**src/rtl/ddr3i_pkg.sv**
```systemverilog
package ddr3i_pkg;
  localparam int WORD_W  = 32;
  localparam int GO_BIT  = 31;
  localparam int RK1_BIT = 21;
  localparam int RK0_BIT = 20;
  localparam int MRN_LSB = 17;
  localparam int MRN_W   = 3;
  localparam int MRD_LSB = 4;
  localparam int MRD_W   = 13;
  localparam int CODE_W  = 4;

  typedef enum logic [CODE_W-1:0] {
    OP_DESEL = 4'd0,
    OP_PREA  = 4'd1,
    OP_REF   = 4'd2,
    OP_MRS   = 4'd3,
    OP_ZQS   = 4'd4,
    OP_ZQL   = 4'd5,
    OP_RSTL  = 4'd6,
    OP_MRR   = 4'd8,
    OP_DPDE  = 4'd9
  } op_e;

  typedef enum logic [2:0] {
    ST_IDLE, ST_PWR, ST_POST, ST_WAIT, ST_GAP
  } seq_state_e;

  // Builds the command body (bits 30:0); the start bit is added by the poster.
  function automatic logic [WORD_W-2:0] pack_body(op_e op, logic [MRN_W-1:0] mrn,
                                                  logic [MRD_W-1:0] data);
    logic [WORD_W-2:0] b;
    b = '0;
    b[RK1_BIT] = 1'b1;
    b[RK0_BIT] = 1'b1;
    b[MRN_LSB +: MRN_W] = mrn;
    b[MRD_LSB +: MRD_W] = data;
    b[CODE_W-1:0] = op;
    return b;
  endfunction
endpackage

```
**src/rtl/ddr3i_mr_encoder.sv**
```systemverilog
module ddr3i_mr_encoder
  import ddr3i_pkg::*;
#(
  parameter int CFG_W = 5
) (
  input  logic             clk,
  input  logic             rst_n,
  input  logic             load,
  input  logic [CFG_W-1:0] cl,
  input  logic [CFG_W-1:0] cwl,
  input  logic [CFG_W-1:0] twr,
  output logic [MRD_W-1:0] mr0,
  output logic [MRD_W-1:0] mr1,
  output logic [MRD_W-1:0] mr2,
  output logic [MRD_W-1:0] mr3
);
  localparam logic [CFG_W-1:0] ONE   = CFG_W'(1);
  localparam logic [CFG_W-1:0] FOUR  = CFG_W'(4);
  localparam logic [CFG_W-1:0] FIVE  = CFG_W'(5);
  localparam logic [CFG_W-1:0] EIGHT = CFG_W'(8);

  logic [CFG_W-1:0] cl_q, cwl_q, twr_q;
  logic [CFG_W-1:0] twr_even;
  logic [2:0]       wr_fld;
  logic [3:0]       cl_m4;
  logic [2:0]       cwl_m5;

  // Configuration is frozen at the accepted start.
  always_ff @(posedge clk) begin
    if (!rst_n) begin
      cl_q  <= '0;
      cwl_q <= '0;
      twr_q <= '0;
    end else if (load) begin
      cl_q  <= cl;
      cwl_q <= cwl;
      twr_q <= twr;
    end
  end

  always_comb begin
    // Write recovery above 8 only has even encodings: round up.
    twr_even = (twr_q > EIGHT) ? ((twr_q + ONE) & ~ONE) : twr_q;
    wr_fld   = (twr_even <= EIGHT) ? 3'(twr_even - FOUR) : 3'(twr_even >> 1);
    cl_m4    = 4'(cl_q - FOUR);
    cwl_m5   = 3'(cwl_q - FIVE);

    mr0      = '0;
    mr0[11:9] = wr_fld;
    mr0[8]    = 1'b1;
    mr0[6:4]  = cl_m4[2:0];
    mr0[2]    = cl_m4[3];

    mr1      = '0;
    mr1[6]   = 1'b1;

    mr2      = '0;
    mr2[5:3] = cwl_m5;

    mr3      = '0;
  end
endmodule

```
**src/rtl/ddr3i_cmd_poster.sv**
```systemverilog
module ddr3i_cmd_poster
  import ddr3i_pkg::*;
(
  input  logic              clk,
  input  logic              rst_n,
  input  logic              post,
  input  logic [WORD_W-2:0] body,
  input  logic              ack,
  output logic [WORD_W-1:0] word,
  output logic              consumed
);
  logic [WORD_W-1:0] word_q;

  assign consumed = ack & word_q[GO_BIT];
  assign word     = word_q;

  always_ff @(posedge clk) begin
    if (!rst_n) begin
      word_q <= '0;
    end else if (post) begin
      word_q <= {1'b1, body};
    end else if (consumed) begin
      word_q[GO_BIT] <= 1'b0;   // self-clearing start bit
    end
  end
endmodule

```
**src/rtl/ddr3i_seq_ctrl.sv**
```systemverilog
module ddr3i_seq_ctrl
  import ddr3i_pkg::*;
#(
  parameter int TMO_W      = 16,
  parameter int DESEL_WAIT = 125
) (
  input  logic              clk,
  input  logic              rst_n,
  input  logic              start,
  input  logic [TMO_W-1:0]  tmo_limit,
  input  logic              pwr_up_done,
  input  logic [MRD_W-1:0]  mr0,
  input  logic [MRD_W-1:0]  mr1,
  input  logic [MRD_W-1:0]  mr2,
  input  logic [MRD_W-1:0]  mr3,
  input  logic              consumed,
  output logic              load_cfg,
  output logic              post,
  output logic [WORD_W-2:0] post_body,
  output logic              pwr_up_start,
  output logic              busy,
  output logic              done,
  output logic              timeout_err
);
  localparam int          GAP_W = $clog2(DESEL_WAIT + 1);
  localparam logic [2:0]  LAST  = 3'd6;

  seq_state_e        state;
  logic [2:0]        step;
  logic [TMO_W-1:0]  tmo_cnt;
  logic [GAP_W-1:0]  gap_cnt;
  logic              tmo_hit;

  assign load_cfg     = start && (state == ST_IDLE);
  assign post         = (state == ST_POST);
  assign pwr_up_start = (state == ST_PWR);
  assign busy         = (state != ST_IDLE);
  assign tmo_hit      = ({1'b0, tmo_cnt} + 1'b1) >= {1'b0, tmo_limit};

  always_comb begin
    case (step)
      3'd0:    post_body = pack_body(OP_DESEL, 3'd0, '0);
      3'd1:    post_body = pack_body(OP_PREA,  3'd0, '0);
      3'd2:    post_body = pack_body(OP_MRS,   3'd2, mr2);
      3'd3:    post_body = pack_body(OP_MRS,   3'd3, mr3);
      3'd4:    post_body = pack_body(OP_MRS,   3'd1, mr1);
      3'd5:    post_body = pack_body(OP_MRS,   3'd0, mr0);
      default: post_body = pack_body(OP_ZQL,   3'd0, '0);
    endcase
  end

  always_ff @(posedge clk) begin
    if (!rst_n) begin
      state       <= ST_IDLE;
      step        <= '0;
      tmo_cnt     <= '0;
      gap_cnt     <= '0;
      done        <= 1'b0;
      timeout_err <= 1'b0;
    end else begin
      done <= 1'b0;
      case (state)
        ST_IDLE: if (start) begin
          state       <= ST_PWR;
          tmo_cnt     <= '0;
          timeout_err <= 1'b0;
        end
        ST_PWR: begin
          if (pwr_up_done) begin
            step  <= '0;
            state <= ST_POST;
          end else if (tmo_hit) begin
            timeout_err <= 1'b1;
            state       <= ST_IDLE;
          end else begin
            tmo_cnt <= tmo_cnt + 1'b1;
          end
        end
        ST_POST: state <= ST_WAIT;
        ST_WAIT: if (consumed) begin
          if (step == LAST) begin
            done  <= 1'b1;
            state <= ST_IDLE;
          end else if (step == 3'd0) begin
            gap_cnt <= '0;
            state   <= ST_GAP;
          end else begin
            step  <= step + 1'b1;
            state <= ST_POST;
          end
        end
        ST_GAP: begin
          if (gap_cnt == GAP_W'(DESEL_WAIT - 1)) begin
            step  <= 3'd1;
            state <= ST_POST;
          end else begin
            gap_cnt <= gap_cnt + 1'b1;
          end
        end
        default: state <= ST_IDLE;
      endcase
    end
  end
endmodule

```
**src/rtl/ddr3_init_seq.sv**
```systemverilog
module ddr3_init_seq
  import ddr3i_pkg::*;
#(
  parameter int CFG_W      = 5,
  parameter int TMO_W      = 16,
  parameter int DESEL_WAIT = 125
) (
  input  logic              clk,
  input  logic              rst_n,
  input  logic              start,
  input  logic [CFG_W-1:0]  cfg_cl,
  input  logic [CFG_W-1:0]  cfg_cwl,
  input  logic [CFG_W-1:0]  cfg_twr,
  input  logic [TMO_W-1:0]  tmo_limit,
  output logic              pwr_up_start,
  input  logic              pwr_up_done,
  output logic [WORD_W-1:0] cmd_word,
  input  logic              cmd_ack,
  output logic              busy,
  output logic              done,
  output logic              timeout_err
);
  logic              load_cfg, post, consumed;
  logic [WORD_W-2:0] body;
  logic [MRD_W-1:0]  mr0, mr1, mr2, mr3;

  ddr3i_mr_encoder #(.CFG_W(CFG_W)) u_enc (
    .clk(clk), .rst_n(rst_n), .load(load_cfg),
    .cl(cfg_cl), .cwl(cfg_cwl), .twr(cfg_twr),
    .mr0(mr0), .mr1(mr1), .mr2(mr2), .mr3(mr3)
  );

  ddr3i_seq_ctrl #(.TMO_W(TMO_W), .DESEL_WAIT(DESEL_WAIT)) u_ctl (
    .clk(clk), .rst_n(rst_n), .start(start), .tmo_limit(tmo_limit),
    .pwr_up_done(pwr_up_done), .mr0(mr0), .mr1(mr1), .mr2(mr2), .mr3(mr3),
    .consumed(consumed), .load_cfg(load_cfg), .post(post), .post_body(body),
    .pwr_up_start(pwr_up_start), .busy(busy), .done(done),
    .timeout_err(timeout_err)
  );

  ddr3i_cmd_poster u_post (
    .clk(clk), .rst_n(rst_n), .post(post), .body(body), .ack(cmd_ack),
    .word(cmd_word), .consumed(consumed)
  );
endmodule

```
**config.mk**
```make
export PLATFORM = sky130hd
export DESIGN_NAME = ddr3_init_seq
export DESIGN_NICKNAME = d
export VERILOG_FILES = /design/src/rtl/ddr3i_pkg.sv /design/src/rtl/ddr3i_mr_encoder.sv /design/src/rtl/ddr3i_cmd_poster.sv /design/src/rtl/ddr3i_seq_ctrl.sv /design/src/rtl/ddr3_init_seq.sv
export SDC_FILE = /design/constraint.sdc
export NUM_CORES = 1
export LEC_CHECK = 0
export BUFFER_PORTS_ARGS = -buffer_cell sky130_fd_sc_hd__buf_2
export CORE_ASPECT_RATIO = 1.4
export CORE_MARGIN = 3
export CORE_UTILIZATION = 50
export CTS_CLUSTER_DIAMETER = 200
export DETAILED_ROUTE_END_ITERATION = 10
export PLACE_DENSITY = 0.77
export SYNTH_ARGS = -nofsm -noshare
export SYNTH_HDL_FRONTEND = slang
export SYNTH_SLANG_ARGS = --single-unit
```
**constraint.sdc**
```tcl
create_clock -name clk -period 3.9 [get_ports clk]
set_clock_uncertainty 0.1 [all_clocks]
set_input_delay 0.195 -clock clk [delete_from_list [all_inputs] [get_ports clk]]
set_output_delay 0.195 -clock clk [all_outputs]
set_load 0.05 [all_outputs]
```
==> metrics.yaml <==
status:
  status: "complete, no violations"
global_routing:
  grt_use_met1_pct: 21.5
  busiest_layer: "met2"
  grtUsageTotal_pct: 19.4
  grt_pass1_wl_um: 13300
  grt_max_degree: 33
  antenna_found_initial: 0
  grt_pass1_vias: 3139
  overflow: 0
  use_met2_pct: 34.7
  met3_usage_pct: 3.22
worst_setup_path:
  crit_type: "flop to flop"
  crit_buf_inv: 0
  critPathSlowestCell: "or3b_4"
  crit_family: "compound AO/OA/AOI/OAI gates"
  crit_required_ns: 4.04
  crit_start: "u_ctl.tmo_cnt[1]$_SDFFE_PN0P_"
  start_kind: "flop"
  r2r-start: "u_ctl.tmo_cnt[1]$_SDFFE_PN0P_"
  crit_path_frequent_cell: "ha_1"
  worst-r2r-setup-slack_ns: 0.31
  endpoint_kind: "flop"
  max_stage_delay_ns: 0.51
  cp_max_fo: 7
  arrival_ns: 3.73
  r2r-end: "u_ctl.tmo_cnt[11]$_SDFFE_PN0P_"
  crit_chain: "ha_1 -> nand3_1 -> nor2_4 -> nand4_1 -> xnor2_1 -> ha_1 -> a211o_1 -> o211ai_1 -> a21oi_1 -> a311oi_2 -> a21boi_1 -> or3b_4 -> o41ai_2"
  ff2ff_path_depth: 13
cells_and_area:
  nNetsFinal: 552
  syn_to_final_growth_pct: 14.6
  antennaDiodeCount: 0
  drive_gt1_share_pct: 16.8
pwr:
  leakage_nw: 1.81
  power.density_nw_per_um2: 393
  ir_worst_vdd_v: 0.000230
routing:
  drtIter0Drc: 89
  vias: 3129
  totalWireLength_um: 7760
  drc: 0
  wl_per_cell_um: 13.2
  vias_per_cell: 5.34
  first_pass_iters: 4
  ant_nets: 0
placement:
  portBuffers: 53
  dpl.hpwl_um: 5640
  routabilityCongestion: 0.880
clocking:
  cts_sinks: 59
  cts-root-buf: "clkbuf_8"
  cts.clk_slew.worst_paths_ns: 0.07
  clockBufferDepth: 2
  cts_made_buffers: 9
  clock_latency_ns: 0.33
  cts_tree: "yes"
  htreeDepth: 3
logic_synthesis:
  synth_area_per_cell_um2: 8.11
  synth.distinct_cells: 56
  async_flop_share_pct: 0
  synthCells: 443
  synth-seq-cells: 59
  yosys_warnings: 0
  netlist_area_um2: 3590
  ys_seq_area_share_pct: 32.9
  synth_flop_cell: "dfxtp_1"
  synth-edff-count: 0
timing:
  worst_pin_slew_ns: 0.775
  setup_viol: 0
  setup-tns-final_ns: 0
  maxSlewHeadroom_pct: 48.0
  rsz0062_at_grt: "no"
  hold_viol_final: 0
  fin_crit_ns: 3.59
  fin_hold_ws_ns: 0.0111
  fin_crit_sh_pct: 92.0
  fmax_mhz: 279
  drv_slew: 0
worst_hold_path:
  worstHoldPathType: "input pin to flop"
  holdPathEnd: "u_enc.twr_q[2]$_SDFFE_PN0P_"
  min_from: "cfg_twr[2]"
  worstHoldPathCells: 3
die:
  coreArea_um2: 6790
  dieArea_um2: 8250
  die_y_um: 106
  die_w_um: 77.6
  core.rowCount: 35
  initial_core_util_pct: 52.9
  design.portCount: 72
run:
  cap_violations: 0
cells in the final DEF (no fill, tap or decap), drive strengths merged, types with 15 or more instances in the layout:
| master | n |
|---|---|
| nand2 | 68 |
| dfxtp | 59 |
| buf | 58 |
| inv | 31 |
| ha | 27 |
| nor2 | 24 |
| a21oi | 19 |
| nand3 | 15 |
| conb | 15 |
| a21boi | 15 |
stage by stage:
stage	setup slack, ns	total power [mW]	std cells	util, %	instance area (um2)
6_report	0.312	1.62	586	60.6	4120
2_1_floorplan	0.610	0.888	457	-	3640
5_1_grt	0.0157	1.68	586	60.6	4120
4_1_cts	0.162	1.63	586	60.4	4100
3_3_place_gp	0.250	0.932	569	56.6	3840
3_5_place_dp	0.168	0.939	569	56.6	3840
worst min-delay path, delay by kind of cell:
kind	cells	cell delay, ns
AO/OA/AOI/OAI	1	0.05
AND/OR/NAND/NOR	1	0.05
buffers and inverters	1	0.10
state kept, by name (all words and copies together) (netlist names):
| signal | cells |
|---|---|
| u_post.word | 16 |
| u_enc.cwl_q | 3 |
| u_ctl.done | 1 |
| u_ctl.step | 3 |
| u_ctl.timeout_err | 1 |
| u_enc.twr_q | 5 |
| u_ctl.tmo_cnt | 16 |
| u_ctl.state | 3 |
| u_ctl.gap_cnt | 7 |
| u_enc.cl_q | 4 |
logic make-up (layout without fill, tap and decap cells):
family	after synthesis	after routing	synth area share, %
AOI/OAI and AO/OA	92	92	18.0
xor gates and xnor gates	23	23	5.61
adders and majority gates	27	27	9.40
buffers and inverters	68	105	9.23
DFF	59	59	32.9
muxes	13	13	3.66
other	1	15	0.104
and+or+nand+nor	160	160	21.1
layer usage:
layer	routed length [um]	share of wire (%)	vias up
li1	-	-	1592
met1	3310	43	1446
met2	3920	50	70
met3	298	3.8	21
met4	236	3.0	0
met5	0	0	-
power by group:
group / switching, mW / internal [mW] / total, mW
clock: 0.261 / 0.429 / 0.690
sequential: 0.0223 / 0.623 / 0.646
combinational: 0.193 / 0.0899 / 0.283
Yosys cell counts, types with 2 or more instances:
cell type / n / area, um2
nor2_1: 23 / 86.3
nor3_1: 9 / 45.0
o21ai_0: 11 / 55.1
xor2_1: 11 / 96.3
a31oi_1: 3 / 18.8
o21ai_1: 3 / 15.0
and4_1: 3 / 26.3
and2_1: 7 / 43.8
inv_1: 30 / 113
or3_1: 2 / 12.5
nor2b_1: 11 / 68.8
o21a_1: 2 / 15.0
nand4_1: 8 / 50.1
o211ai_1: 6 / 45.0
a211oi_1: 5 / 37.5
o22ai_1: 4 / 25.0
o31ai_2: 2 / 25.0
ha_1: 27 / 338
a21boi_0: 14 / 105
xnor2_1: 12 / 105
a21oi_1: 18 / 90.1
a22oi_1: 5 / 37.5
a221oi_1: 2 / 17.5
nand2b_1: 6 / 37.5
buf_4: 18 / 135
nand3_1: 15 / 75.1
buf_2: 7 / 35.0
dfxtp_1: 59 / 1180
nand2_1: 68 / 255
clkbuf_1: 12 / 45.0
nor3b_1: 2 / 15.0
mux2i_1: 12 / 120
a21o_1: 3 / 22.5
cell type report:
cell class              instances  area, um2
clock inverters                 7        124
repair buffers                 59        313
clock buffers                   9        124
inverters                      30        113
fillers                       595       2670
well taps                      92        115
multi-input cells             330       2150
flip-flops and latches         59       1180
what timing repair did:
item	4_1_cts	5_1_grt
resized for setup	0	3
hold endpoints to repair	1	0
endpoints found under the setup margin	0	16
hold buffers	1	0
setup buffers	0	0
worst max-delay path by stage:
stage / endpoint / slack [ns] / cells past startpoint
3_3_place_gp: u_ctl.tmo_cnt[11]$_SDFFE_PN0P_ / 0.25 / 13
4_1_cts: u_ctl.tmo_cnt[11]$_SDFFE_PN0P_ / 0.16 / 13
6_report: u_ctl.tmo_cnt[11]$_SDFFE_PN0P_ / 0.31 / 13
2_1_floorplan: u_ctl.tmo_cnt[11]$_SDFFE_PN0P_ / 0.61 / 14
3_5_place_dp: u_ctl.tmo_cnt[13]$_SDFFE_PN0P_ / 0.17 / 13
5_1_grt: u_ctl.tmo_cnt[11]$_SDFFE_PN0P_ / 0.02 / 13
Note: power is estimated with default switching activity, not from simulation.
